--- config.mk ---
export PLATFORM = sky130hd
export DESIGN_NAME = dual_spi_frame_rx
export DESIGN_NICKNAME = d
export VERILOG_FILES = /design/src/rtl/dual_spi_frame_rx.sv
export SDC_FILE = /design/constraint.sdc
export NUM_CORES = 1
export LEC_CHECK = 0
export BUFFER_PORTS_ARGS = -buffer_cell sky130_fd_sc_hd__buf_2
export CAP_MARGIN = 30
export CORE_MARGIN = 3
export CORE_UTILIZATION = 45
export DETAILED_ROUTE_END_ITERATION = 6
export GPL_TIMING_DRIVEN = 0
export PLACE_DENSITY = 0.65
export RECOVER_POWER = 100
export SYNTH_ARGS = -nofsm -noshare
export SYNTH_HDL_FRONTEND = slang
export SYNTH_SLANG_ARGS = --single-unit
export TNS_END_PERCENT = 30
--- constraint.sdc ---
create_clock -name clk -period 2.19 [get_ports clk]
set_clock_uncertainty 0.15 [all_clocks]
set_input_delay 0.657 -clock clk [delete_from_list [all_inputs] [get_ports clk]]
set_output_delay 0.657 -clock clk [all_outputs]
set_load 0.1 [all_outputs]
--- src/rtl/dual_spi_frame_rx.sv ---
module dual_spi_frame_rx #(
  parameter int FRAME_BITS  = 24,
  parameter int WORD_W      = 32,
  parameter int SYNC_STAGES = 2
) (
  input  logic              clk,
  input  logic              rst_n,
  input  logic              sck_i,
  input  logic              sel_n_i,
  input  logic              sdi_a_i,
  input  logic              sdi_b_i,
  input  logic              ack_i,
  output logic [WORD_W-1:0] word_a_o,
  output logic [WORD_W-1:0] word_b_o,
  output logic              perr_a_o,
  output logic              perr_b_o,
  output logic              valid_o,
  output logic              frame_err_o,
  output logic              overrun_o
);
  localparam int CW = $clog2(FRAME_BITS + 2);
  localparam logic [CW-1:0] CNT_FULL = CW'(FRAME_BITS);
  localparam logic [CW-1:0] CNT_SAT  = CW'(FRAME_BITS + 1);

  logic [SYNC_STAGES-1:0] sck_sy, sel_sy, da_sy, db_sy;
  logic sck_q, sel_q, armed, pending;
  logic [CW-1:0] cnt;
  logic [FRAME_BITS-1:0] sh_a, sh_b;

  always_ff @(posedge clk or negedge rst_n)
    if (!rst_n) begin
      sck_sy <= '0;
      sel_sy <= '1;
      da_sy  <= '0;
      db_sy  <= '0;
      sck_q  <= 1'b0;
      sel_q  <= 1'b1;
    end else begin
      sck_sy <= {sck_sy[SYNC_STAGES-2:0], sck_i};
      sel_sy <= {sel_sy[SYNC_STAGES-2:0], sel_n_i};
      da_sy  <= {da_sy[SYNC_STAGES-2:0], sdi_a_i};
      db_sy  <= {db_sy[SYNC_STAGES-2:0], sdi_b_i};
      sck_q  <= sck_sy[SYNC_STAGES-1];
      sel_q  <= sel_sy[SYNC_STAGES-1];
    end

  wire sck_fall = sck_q & ~sck_sy[SYNC_STAGES-1];
  wire sel_fall = sel_q & ~sel_sy[SYNC_STAGES-1];
  wire sel_rise = ~sel_q & sel_sy[SYNC_STAGES-1];
  wire accept   = sel_rise & armed & (cnt == CNT_FULL);
  wire misframe = sel_rise & armed & (cnt != CNT_FULL);

  always_ff @(posedge clk or negedge rst_n)
    if (!rst_n) begin
      armed <= 1'b0;
      cnt   <= '0;
      sh_a  <= '0;
      sh_b  <= '0;
    end else if (sel_fall) begin
      armed <= 1'b1;
      cnt   <= '0;
      sh_a  <= '0;
      sh_b  <= '0;
    end else if (sel_rise) begin
      armed <= 1'b0;
    end else if (armed && sck_fall) begin
      sh_a <= {sh_a[FRAME_BITS-2:0], da_sy[SYNC_STAGES-1]};
      sh_b <= {sh_b[FRAME_BITS-2:0], db_sy[SYNC_STAGES-1]};
      cnt  <= (cnt == CNT_SAT) ? cnt : cnt + 1'b1;
    end

  always_ff @(posedge clk or negedge rst_n)
    if (!rst_n) begin
      word_a_o    <= '0;
      word_b_o    <= '0;
      perr_a_o    <= 1'b0;
      perr_b_o    <= 1'b0;
      valid_o     <= 1'b0;
      frame_err_o <= 1'b0;
      overrun_o   <= 1'b0;
      pending     <= 1'b0;
    end else begin
      valid_o     <= accept;
      frame_err_o <= misframe;
      if (accept) begin
        word_a_o <= WORD_W'(sh_a);
        word_b_o <= WORD_W'(sh_b);
        perr_a_o <= ^sh_a;
        perr_b_o <= ^sh_b;
      end
      if (accept) pending <= 1'b1;
      else if (ack_i) pending <= 1'b0;
      if (accept && pending && !ack_i) overrun_o <= 1'b1;
      else if (ack_i) overrun_o <= 1'b0;
    end

  a_r3_valid_one_cycle: assert property (@(posedge clk) disable iff (!rst_n)
    valid_o |=> !valid_o);
  a_r5_no_valid_with_error: assert property (@(posedge clk) disable iff (!rst_n)
    !(valid_o && frame_err_o));
  a_r10_words_hold: assert property (@(posedge clk) disable iff (!rst_n)
    !valid_o |-> ($stable(word_a_o) && $stable(word_b_o) && $stable(perr_a_o) && $stable(perr_b_o)));
  a_r9_overrun_on_accept: assert property (@(posedge clk) disable iff (!rst_n)
    $rose(overrun_o) |-> valid_o);
  a_r4_count_bounded: assert property (@(posedge clk) disable iff (!rst_n)
    cnt <= CNT_SAT);
  a_r7_idle_no_strobe: assert property (@(posedge clk) disable iff (!rst_n)
    !armed && !sel_rise |=> !valid_o && !frame_err_o);
endmodule

==> results of run 1 <==
-- kinds of logic (layout without fill, tap and decap cells) --
group / after synthesis / count (layout) / share of synthesized area (%)
DFF: 118 / 118 / 57.3
xor gates and xnor gates: 44 / 44 / 8.00
other: 1 / 16 / 0.0727
adders and majority gates: 6 / 6 / 1.45
muxes: 49 / 49 / 10.7
AOI/OAI and AO/OA: 62 / 62 / 6.28
buffers and inverters: 44 / 137 / 4.80
and+or+nand+nor: 116 / 116 / 11.4
-- critical path, stage by stage (launching register included) --
cell and delay (ns):
dfrtp_1 0.43, inv_1 0.08, ha_1 0.14, and4b_1 0.24, nor2b_1 0.14, buf_4 0.22, buf_4 0.22, mux2_2 0.35
-- power by group through the flow --
| stage | Combinational [mW] | Sequential [mW] | Clock (mW) |
|---|---|---|---|
| after floorplan | 0.663 | 2.78 | 0 |
| after CTS | 1.21 | 2.47 | 2.65 |
| after detailed placement | 1.20 | 2.50 | 0 |
| final | 1.20 | 2.47 | 2.60 |
| after global routing | 1.29 | 2.49 | 2.75 |
| after global placement | 1.17 | 2.49 | 0 |
-- area by class of cell --
type	count	area [um^2]	share of cell area (%)
Buffer	38	234	3.71
Clock buffer	28	517	8.19
Clock inverter	4	45.0	0.714
Inverter	6	22.5	0.357
Multi-Input combinational cell	293	2030	32.1
Sequential cell	118	2960	46.9
Tap cell	140	175	2.78
Timing Repair Buffer	61	333	5.27
-- flip-flops by register name, summed over array words and instances, names as in the netlist, 2 cells and up --
signal / cells
sck_sy: 2
word_b_o: 24
cnt: 5
db_sy: 2
sh_a: 24
da_sy: 2
sel_sy: 2
word_a_o: 24
sh_b: 24
-- timing repair --
action                                  4_1_cts  5_1_grt
hold buffers                                  1        0
endpoints found under the setup margin       85       35
resized for setup                             3        5
hold endpoints to repair                      3        0
-- metal layers --
metal  wire length (um)  vias up
li1                   -     1611
met1               4430     1630
met2               4920       62
met3                400       15
met4                163        0
met5                  0        -
-- placed cells by master, fill, tap and decap left out, drive strengths merged, types with 3 or more instances in the layout --
cell,synthesis,final
conb,1,16
clkbuf,12,98
xor2,6,6
buf,26,28
dfstp,3,3
a21oi,5,5
mux2,49,49
nor3,3,3
inv,6,6
xnor2,36,36
nand2,52,52
ha,6,6
clkinv,0,3
nor2,5,5
o21ai,52,52
nand2b,48,48
dfrtp,115,115
-- worst min-delay path by stage --
stage | startpoint | to | slack [ns] | depth (start not counted)
2_1_floorplan | da_sy[0]$_DFF_PN0_ | da_sy[1]$_DFF_PN0_ | 0.18 | 0
3_3_place_gp | sck_sy[0]$_DFF_PN0_ | sck_sy[1]$_DFF_PN0_ | 0.18 | 0
3_5_place_dp | da_sy[0]$_DFF_PN0_ | da_sy[1]$_DFF_PN0_ | 0.19 | 0
4_1_cts | sel_n_i | sel_sy[0]$_DFF_PN1_ | 0.18 | 1
5_1_grt | sel_n_i | sel_sy[0]$_DFF_PN1_ | 0.18 | 1
6_report | da_sy[0]$_DFF_PN0_ | da_sy[1]$_DFF_PN0_ | 0.20 | 0
-- stage by stage --
step / std cells / cell area, um^2 / total power, mW / hold WS (ns)
2_1_floorplan: 455 / 5220 / 3.45 / 0.181
3_3_place_gp: 654 / 5690 / 3.67 / 0.183
3_5_place_dp: 655 / 5720 / 3.71 / 0.187
4_1_cts: 688 / 6300 / 6.33 / 0.184
5_1_grt: 688 / 6310 / 6.53 / 0.184
6_report: 688 / 6310 / 6.27 / 0.196
==> results.tsv, run 1 <==
stage	metric	value	unit
clocking	Worst-path clk slew	0.05	ns
cells_and_area	Layout area overhead	22.3	%
clocking	Max H-tree Level	4	
routing	DRC Markers	0	
yosys	Post-synth top cells	dfrtp_1 (115), nand2_1 (52), o21ai_0 (52), mux2_2 (49), nand2b_1 (48)	
timing	Final min period	2.09	ns
grt	met3 global-route usage	5.13	%
setup_path	worst r2r src	cnt[0]$_DFFE_PN0P_	
setup_path	CP Max Fanout	10	
hold_path	hold crit path type	reg -> reg	
floorplan	die height	113	um
job	Max Cap Viol	0	
cells_and_area	Fill cells	959	
setup_path	R2R Path End	word_a_o[15]$_DFFE_PN0P_	
placed_design	# port buffers	59	
timing	Worst Tran Pin Value	0.987	ns
power	combinational share of power	19.1	%
routing	drt total wl	9920	um
cells_and_area	nets	548	
outcome	status	complete, no violations	
yosys	post-synthesis area per instance	11.7	um^2
timing	f_max	478	MHz
grt	first-pass GRT wire length	17200	um
timing	Final Cycle Share	95.4	%
grt	vias in the first global route	3460	
floorplan	Chip Width	113	um
clocking	Post CTS Setup Buffer Count	0	
timing	Setup-failing EPs final	0	
power	internal cell power	4.44	mW
setup_path	WP data required	2.33	ns
grt	met2 Track Usage GR	27.0	%
setup_path	Arr. time, crit path	2.23	ns
routing	DRT iter0 DRCs	183	
yosys	Ys Warns	0	
timing	Final WS setup	0.0998	ns
floorplan	initial core utilization	46.8	%
timing	RSZ-0062 raised after global routing	true	
setup_path	critical path startpoint category	register	
power	Sw Ratio	29.3	%
yosys	cell area after synthesis	5160	um^2
routing	DR WL/cell	14.4	um
placed_design	post-detail-place hpwl	6760	um
floorplan	I/O pins	76	
grt	met1 Use GR	21.8	%
grt	largest net degree at the start of global routing	82	
power	pwr dens	994	nW/um^2
setup_path	Worst Reg-to-Reg Cells	7	
yosys	#FFs+latches synth	118	
clocking	TritonCTS clock tree	yes	
floorplan	Core Rows	38	
grt	Total GRT Usage	16.9	%
timing	Final Hold Viols	0	
grt	antenna violations before repair	0	
setup_path	Worst Setup EP	word_a_o[15]$_DFFE_PN0P_	
setup_path	critical path type	reg -> reg	
cells_and_area	Util after Layout	57.2	%
yosys	Synth top area share	55.8	%
yosys	Synth area leaders	dfrtp_1 (56%), mux2_2 (11%), xnor2_1 (6.1%)	
timing	Setup TNS	0	ns
timing	Slew Viols, Final	0	
power	Seq pwr share	39.4	%
yosys	EDFF count, synth	0	
cells_and_area	diodes inserted	0	
setup_path	CP endpoint kind	register	
placed_design	pre-CTS setup slack	-0.152	ns
yosys	Yosys cell types	27	
routing	vias per cell	4.82	
floorplan	full die area	12800	um^2
clocking	Clk Latency, worst-skew pair	0.41	ns
floorplan	Core Region	11000	um^2
clocking	CTS Sinks	118	
routing	ANT nets after route	0	
yosys	most used standard cell by instance count after synthesis	dfrtp_1	
power	peak supply drop	569	uV
routing	via count	3318	
routing	TritonRoute pass-1 iters	5	
yosys	top_reg_cell synth	dfrtp_1	
setup_path	CP startpoint	cnt[0]$_DFFE_PN0P_	
yosys	synthesized instance count	440	
placed_design	routability cong.	0.799	
grt	grt ovf	0	
yosys	Async SR Flop Fraction	100	%
setup_path	R2R setup slack	0.1	ns
grt	Most Used Layer, Global Route	met2	
cells_and_area	ratio of cells with drive above 1 in the final layout	30.5	%
timing	Slew Limit Headroom	34.2	%
clocking	total CTS buffers	17	
clocking	Max Root-Sink Buffers	2	
yosys	cell taking the most area after synthesis	dfrtp_1	
clocking	Clock Tree Root	clkbuf_16	
power	LEAKAGE	3.07	nW
power	Psw	1.84	mW
power	Clk network pwr share	41.5	%
yosys	post-synthesis sequential area ratio	57.3	%
No activity file was read; power rests on OpenSTA's default activity.
==> inputs of run 2 (changes only) <==
- CELL_PAD_IN_SITES_DETAIL_PLACEMENT: unset -> 1
- CELL_PAD_IN_SITES_GLOBAL_PLACEMENT: unset -> 2
- CORE_UTILIZATION: 45 -> 38
- PLACE_DENSITY: 0.65 -> unset
- PLACE_DENSITY_LB_ADDON: unset -> 0.1
==> results.tsv, run 2 (synthesis results as in run 1) <==
stage	metric	value	unit	change
outcome	status	complete, no violations		unchanged
placed_design	Post-DP Area	5760	um^2	was 5720 um^2
clocking	Max H-tree Level	4		unchanged
setup_path	CP startpoint	cnt[0]$_DFFE_PN0P_		unchanged
routing	DR WL/cell	15.6	um	was 14.4 um
floorplan	Chip Width	123	um	was 113 um
setup_path	worst r2r src	cnt[0]$_DFFE_PN0P_		unchanged
routing	via count	3390		was 3,318
timing	Setup-failing EPs final	0		unchanged
grt	grt ovf	0		unchanged
setup_path	max incr delay on CP	0.43	ns	about the same
timing	Final WS setup	0.121	ns	was 0.0998 ns
setup_path	Arr. time, crit path	2.22	ns	was 2.23 ns
setup_path	critical path startpoint category	register		unchanged
routing	DRC Markers	0		unchanged
setup_path	crit path cell chain	inv_1 -> ha_1 -> and4b_1 -> nor2b_1 -> buf_6 -> buf_6 -> mux2_2		was inv_1 -> ha_1 -> and4b_1 -> nor2b_1 -> buf_4 -> buf_4 -> mux2_2
floorplan	initial core utilization	39.9	%	was 46.8%
clocking	Clock Tree Root	clkbuf_16		unchanged
clocking	Worst-path clk slew	0.05	ns	about the same
cells_and_area	Util after Layout	49.6	%	was 57.2%
placed_design	pre-CTS setup slack	-0.240	ns	was -0.152 ns
grt	Total GRT Usage	16.5	%	was 16.9%
cells_and_area	ratio of cells with drive above 1 in the final layout	31.6	%	was 30.5%
job	Max Cap Viol	0		unchanged
clocking	Max Root-Sink Buffers	2		unchanged
setup_path	CP dominant cell by count	buf_6		was buf_4
floorplan	Core Rows	41		was 38
timing	RSZ-0062 raised after global routing	true		unchanged
cells_and_area	diodes inserted	0		unchanged
cells_and_area	Layout area overhead	24.3	%	was 22.3%
cells_and_area	most common cell after layout, fill and taps aside	dfrtp_1		unchanged
routing	ANT nets after route	0		unchanged
power	LEAKAGE	3.15	nW	was 3.07 nW
grt	first-pass GRT wire length	18700	um	was 17,200 um
timing	Setup TNS	0	ns	unchanged
setup_path	CP endpoint kind	register		unchanged
clocking	PostCTS Resize Cnt	5		was 3
cells_and_area	final instance area	6410	um^2	was 6310 um^2
floorplan	die height	123	um	was 113 um
grt	vias in the first global route	3648		was 3,460
floorplan	Core Region	12900	um^2	was 11,000 um^2
grt	antenna violations before repair	0		unchanged
setup_path	CP Max Fanout	10		unchanged
clocking	total CTS buffers	17		unchanged
floorplan	I/O pins	76		unchanged
placed_design	post-detail-place hpwl	7690	um	was 6760 um
setup_path	R2R setup slack	0.12	ns	was 0.1 ns
setup_path	Worst Reg-to-Reg Cells	7		unchanged
routing	DRT iter0 DRCs	111		was 183
clocking	Post CTS Setup Buffer Count	0		unchanged
routing	vias per cell	4.71		was 4.82
setup_path	Slowest-stage cell, CP	dfrtp_1		unchanged
routing	TritonRoute pass-1 iters	4		was 5
timing	Slew Viols, Final	0		unchanged
timing	f_max	483	MHz	was 478 MHz
clocking	Clk Latency, worst-skew pair	0.42	ns	was 0.41 ns
setup_path	WP data required	2.34	ns	was 2.33 ns
hold_path	hold crit path type	in -> reg		was reg -> reg
grt	largest net degree at the start of global routing	62		was 82
clocking	Hold Buf Count CTS	0		was 1
setup_path	R2R Path End	word_b_o[7]$_DFFE_PN0P_		was word_a_o[15]$_DFFE_PN0P_
cells_and_area	most frequent cells in the layout	dfrtp_1 (115), buf_2 (61), nand2_1 (52), o21ai_0 (52), mux2_2 (49)		was dfrtp_1 (115), clkbuf_2 (58), nand2_1 (52), o21ai_0 (52), mux2_2 (49)
timing	Final min period	2.07	ns	was 2.09 ns
placed_design	routability cong.	0.697		was 0.799
routing	drt total wl	11200	um	was 9920 um
timing	Slew Limit Headroom	2.19	%	was 34.2%
power	peak supply drop	579	uV	was 569 uV
setup_path	Worst Setup EP	word_b_o[7]$_DFFE_PN0P_		was word_a_o[15]$_DFFE_PN0P_
timing	Final Cycle Share	94.5	%	was 95.4%
timing	Worst Tran Pin Value	1.47	ns	was 0.987 ns
clocking	TritonCTS clock tree	yes		unchanged
clocking	CTS Sinks	118		unchanged
placed_design	# port buffers	59		unchanged
power	pwr dens	1020	nW/um^2	was 994 nW/um^2
timing	Final Hold Viols	0		unchanged
cells_and_area	nets	547		was 548
setup_path	critical path type	reg -> reg		unchanged
floorplan	full die area	15000	um^2	was 12,800 um^2
[run 2: worst min path at each step]
stage / from / to / slack [ns] / depth (start not counted)
6_report: sel_n_i / sel_sy[0]$_DFF_PN1_ / 0.19 / 1
5_1_grt: sel_n_i / sel_sy[0]$_DFF_PN1_ / 0.17 / 1
4_1_cts: rst_n / word_a_o[3]$_DFFE_PN0P_ / 0.07 / 1
3_5_place_dp: da_sy[0]$_DFF_PN0_ / da_sy[1]$_DFF_PN0_ / 0.19 / 0
3_3_place_gp: sck_sy[0]$_DFF_PN0_ / sck_sy[1]$_DFF_PN0_ / 0.19 / 0
2_1_floorplan: da_sy[0]$_DFF_PN0_ / da_sy[1]$_DFF_PN0_ / 0.18 / 0
[run 2: layout make-up]
cell class                 instances  area, um^2
clock inverter                     9         123
buffer                            38         259
sequential                       118        2960
inverter                           6        22.5
timing repair buffer              60         323
multi-input combinational        293        2030
tap                              172         215
clock buffer                      23         488
fill                            1420        6510
[run 2: per-layer routing]
layer / vias to the layer above / share of wire, % / global-route usage, %
met5: - / 0 / 0
met4: 0 / 2.3 / 7.84
met3: 19 / 3.5 / 4.56
met2: 56 / 49 / 26.8
met1: 1710 / 45 / 20.4
li1: 1605 / - / -
[run 2: power by group]
| part | switching (mW) | total (mW) | internal [mW] |
|---|---|---|---|
| sequential | 0.146 | 2.47 | 2.33 |
| clock | 0.954 | 2.85 | 1.90 |
| combinational | 0.796 | 1.20 | 0.407 |
| total | 1.90 | 6.53 | 4.63 |
[run 2: stage by stage]
stage	hold WS, ns	instances	power, mW
2_1_floorplan	0.181	455	3.45
3_3_place_gp	0.186	686	3.68
3_5_place_dp	0.188	687	3.72
4_1_cts	0.0683	719	6.62
5_1_grt	0.167	719	6.83
6_report	0.193	719	6.53
[run 2: critical path, delay by kind of cell, from the launching register on]
family                     cells  cell delay, ns
muxes                          1            0.35
and+or+nand+nor                2            0.40
adders and majority gates      1            0.13
DFF                            1            0.43
buffers and inverters          3            0.47
